--- config.mk ---
export PLATFORM = sky130hd
export DESIGN_NAME = param_addr_seq
export DESIGN_NICKNAME = d
export VERILOG_FILES = /design/src/rtl/param_addr_seq.sv
export SDC_FILE = /design/constraint.sdc
export NUM_CORES = 1
export LEC_CHECK = 0
export CAP_MARGIN = 20
export CORE_MARGIN = 4
export CORE_UTILIZATION = 50
export DETAILED_ROUTE_END_ITERATION = 10
export HOLD_SLACK_MARGIN = 0.15
export PLACE_DENSITY = 0.84
export SKIP_LAST_GASP = 1
export SYNTH_ARGS = -nofsm -noshare
export SYNTH_HDL_FRONTEND = slang
export SYNTH_SLANG_ARGS = --single-unit
--- constraint.sdc ---
create_clock -name clk -period 3.15 [get_ports clk]
set_input_delay 0.63 -clock clk [delete_from_list [all_inputs] [get_ports clk]]
set_output_delay 0.63 -clock clk [all_outputs]
set_load 0.01 [all_outputs]
--- src/rtl/param_addr_seq.sv ---
module param_addr_seq #(
  parameter int NSLOT = 16
) (
  input  logic                     clk,
  input  logic                     rst_n,
  input  logic                     ilk_log_n2,
  input  logic                     ilk_log_pwr,
  input  logic                     ilk_lin_pwr,
  input  logic                     ilk_rpsb,
  output logic [$clog2(NSLOT)-1:0] par_addr,
  output logic                     par_vld,
  output logic                     cnt_clr
);
  localparam int AW = $clog2(NSLOT);

  function automatic logic [NSLOT-1:0] sel_mask(input logic [3:0] ls);
    logic [NSLOT-1:0] m;
    m = '0;
    m[9:2] = '1;
    m[1:0] = ls[1] ? 2'b00 : 2'b11;
    m[11:10] = ls[3] ? 2'b00 : 2'b11;
    m[13:12] = ls[3] ? 2'b11 : 2'b00;
    m[14] = ls[0];
    return m;
  endfunction

  function automatic logic [AW:0] find_from(input logic [NSLOT-1:0] m, input logic [AW:0] from);
    logic [AW:0] r;
    r = (AW+1)'(NSLOT);
    for (int i = NSLOT-1; i >= 0; i--)
      if (m[i] && ((AW+1)'(i) >= from)) r = (AW+1)'(i);
    return r;
  endfunction

  logic [3:0]    ls_q;
  logic [AW-1:0] addr_q;
  logic          vld_q, clr_q;

  wire [3:0]       ls_in    = {ilk_log_n2, ilk_log_pwr, ilk_lin_pwr, ilk_rpsb};
  wire [NSLOT-1:0] cur_mask = sel_mask(ls_q);
  wire [NSLOT-1:0] srch_m   = vld_q ? cur_mask : sel_mask(ls_in);
  wire [AW:0]      srch_f   = vld_q ? ({1'b0, addr_q} + 1'b1) : '0;
  wire [AW:0]      hit      = find_from(srch_m, srch_f);

  always_ff @(posedge clk or negedge rst_n) begin
    if (!rst_n) begin
      ls_q   <= '0;
      addr_q <= '0;
      vld_q  <= 1'b0;
      clr_q  <= 1'b0;
    end else if (!vld_q) begin
      ls_q   <= ls_in;
      addr_q <= hit[AW-1:0];
      vld_q  <= 1'b1;
      clr_q  <= 1'b0;
    end else if (hit[AW]) begin
      vld_q  <= 1'b0;
      clr_q  <= 1'b1;
    end else begin
      addr_q <= hit[AW-1:0];
    end
  end

  assign par_addr = addr_q;
  assign par_vld  = vld_q;
  assign cnt_clr  = clr_q;

  AST_CLR_NOT_VLD: assert property (@(posedge clk) disable iff (!rst_n) cnt_clr |-> !par_vld);
  AST_CLR_ONE_CYCLE: assert property (@(posedge clk) disable iff (!rst_n) cnt_clr |=> !cnt_clr);
  AST_RESTART: assert property (@(posedge clk) disable iff (!rst_n) cnt_clr |=> par_vld);
  AST_ASCENDING: assert property (@(posedge clk) disable iff (!rst_n) (par_vld && $past(par_vld)) |-> par_addr > $past(par_addr));
  AST_IN_SET: assert property (@(posedge clk) disable iff (!rst_n) par_vld |-> cur_mask[par_addr]);
  AST_LS_HELD: assert property (@(posedge clk) disable iff (!rst_n) (par_vld && $past(par_vld)) |-> $stable(ls_q));
  AST_END_CLR: assert property (@(posedge clk) disable iff (!rst_n) (par_vld && ((cur_mask >> ({1'b0, par_addr} + 1'b1)) == '0)) |=> cnt_clr);
  AST_NO_SLOT15: assert property (@(posedge clk) disable iff (!rst_n) par_vld |-> par_addr != 4'd15);
endmodule

==> impl_metrics.toml <==
[setup_path]
reg2reg_setup_slack_ps = 600
cp_slowest_cell = "dfrtp_1"
cpPeakStageDelay_ps = 520
crit_start = "par_addr[1]"
cp_max_fo = 13
arrival_ps = 2710
end_kind = "flop"
r2r_start = "par_addr[1]"
crit_chain = "ha_1 -> xor2_1 -> nand3_1 -> o21a_1 -> nand2b_1 -> or2_4 -> o22a_1"
crit_type = "flop to flop"
worstReg2RegEnd = "par_addr[1]"
required_ps = 3310
r2r_cells = 7
endpoint = "par_addr[1]"
crit_path_start_kind = "flop"

[clock_network]
ctsResizeCount = 0
cts_sinks = 9
clk_latency_ps = 270
numCtsBuffers = 3
clock-root-buffer = "clkbuf_4"
ctsLongestPathBuffers = 2
cts_setup_buffers = 0
cts_tree = "yes"
ctsHtreeMaxLevel = 1
cts.clk_slew.worst_paths_ps = 70
cts-hold-fix-buffers = 0

[layout]
fillCellCount = 114
num_antenna_cells = 0
drive_gt1_share_pct = 12.4
layout_common_cells = "clkdlybuf4s50_1 (10), dfrtp_1 (9), nand2_1 (6)"
syn_to_final_growth_pct = 12.9
final_nets = 105
mostFrequentLayoutCell = "clkdlybuf4s50_1"

[die]
initial_core_util_pct = 55.9
core-area_um2 = 1380
die_w_um = 47.3
die_y_um = 47.3
ioPinCount = 12
num_rows = 13
dieArea_um2 = 2240

[yosys]
ys_async_sr_fraction_pct = 100
syn_area_um2 = 773
synth-warning-count = 0
synth_ff_type = "dfrtp_1"
ys_ff_latch = 9
synthCells = 90
synth_cell_types = 45
avgSynthCellArea_um2 = 8.59
syn_nets = 97
synth.top_cell.area_share_pct = 29.1
synth_top_area_cell = "dfrtp_1"
seq_area_frac_synth_pct = 29.1
netlist_top_cells_area = "dfrtp_1 (29%), o21a_1 (4.9%), mux2_2 (4.4%)"
synth_edf_count = 0

[grt]
grt_pass1_vias = 670
grt_max_degree = 20
grt.total_usage_pct = 19.6
grt-ovfl-total = 0
antenna_found_initial = 0
grt_pass1_wl_um = 3050

[sta]
fmax_ghz = 0.393
tightest_slew_ps = 593
slew_headroom_pct = 60.5
finalHoldViolCount = 0
period_needed_ps = 2550
rsz0062_at_grt = "no"
tns_ps = 0
finalSetupViolations = 0
period_share_pct = 80.8
slew_violations = 0
fin_skew_ps = 0.596

[detailed_routing]
post_drt_wl_per_cell_um = 16.7
finalWirelength_um = 1870
drt-initial-drc-count = 39
drtPass1Iterations = 4
via_per_inst = 6.58
num_vias = 737
antenna_left = 0
drc = 0

[place]
gp_congestion = 0.871
portBuffers = 10
hpwl_um = 1290

[worst_hold_path]
hp-class = "flop to flop"
min_from = "cnt_clr"

[run]
maxCapViolCount = 0

[run_status]
status = "completed"
-- state kept, by name, indices dropped and copies added (netlist names) --
register / count
cnt_clr: 1
ls_q: 3
par_addr: 4
par_vld: 1
-- through the flow --
stage               instances  setup slack, ps  instance area, um2  hold slack (ps)  util, %
floorplan                  90             1090                 773              334        -
global placement          108              733                 846              460     61.2
detailed placement        108              683                 846              484     61.2
CTS                       112              638                 873              501     63.2
global route              112              450                 873              519     63.2
finish                    112              603                 873              501     63.2
-- logic make-up (layout without fill, tap and decap cells) --
logic type,count (synthesis),in the layout,share of synthesized area (%)
multiplexers,3,3,4.37
flip-flops,9,9,29.1
adder cells (fa/ha/maj),1,1,1.62
buffers and inverters,10,17,7.44
XOR/XNOR,3,3,3.40
AND/OR/NAND/NOR,33,33,25.7
AO/OA/AOI/OAI,31,31,28.3
-- synthesized netlist by cell type (2+ instances only) --
master / n
buf_4: 2
nand3b_1: 2
a31oi_1: 3
a21oi_1: 5
nand3_1: 4
o21ai_0: 5
nand2b_1: 3
buf_2: 3
nand2_1: 6
o21a_1: 5
xnor2_1: 2
mux2_2: 3
nor2_1: 5
dfrtp_1: 9
inv_1: 3
-- area by class of cell --
cell class                 instances  area, um2  share of cell area, %
multi-input combinational         71        490                   56.2
sequential                         9        225                   25.8
timing repair buffer              10        100                   11.5
clock buffer                       3       22.5                   2.58
tap                               15       18.8                   2.15
inverter                           3       11.3                   1.29
clock inverter                     1       5.00                  0.573
-- worst max-delay path: cells and delay by family (launching register included) --
family	cells	cell delay [ps]
flip-flops	1	520
AO/OA/AOI/OAI	2	440
adder cells (fa/ha/maj)	1	480
XOR/XNOR	1	400
AND/OR/NAND/NOR	3	590
-- worst min-delay path by stage --
stage	end	slack (ps)	cells past startpoint
floorplan	cnt_clr	330	0
detailed placement	cnt_clr	480	2
CTS	ls_q[0]	500	1
global placement	cnt_clr	460	2
finish	cnt_clr	500	2
global route	ls_q[0]	520	1
-- metal layers --
metal	vias up	track usage [%]	wire, um
met5	-	0	0
met4	0	6.08	8
met3	3	6.51	121
met2	35	29.7	876
met1	353	26.2	859
li1	346	-	-
Power is left out: the tool's default activity adds up to more than one toggle a clock period on the data nets, which glitch-free logic cannot reach.
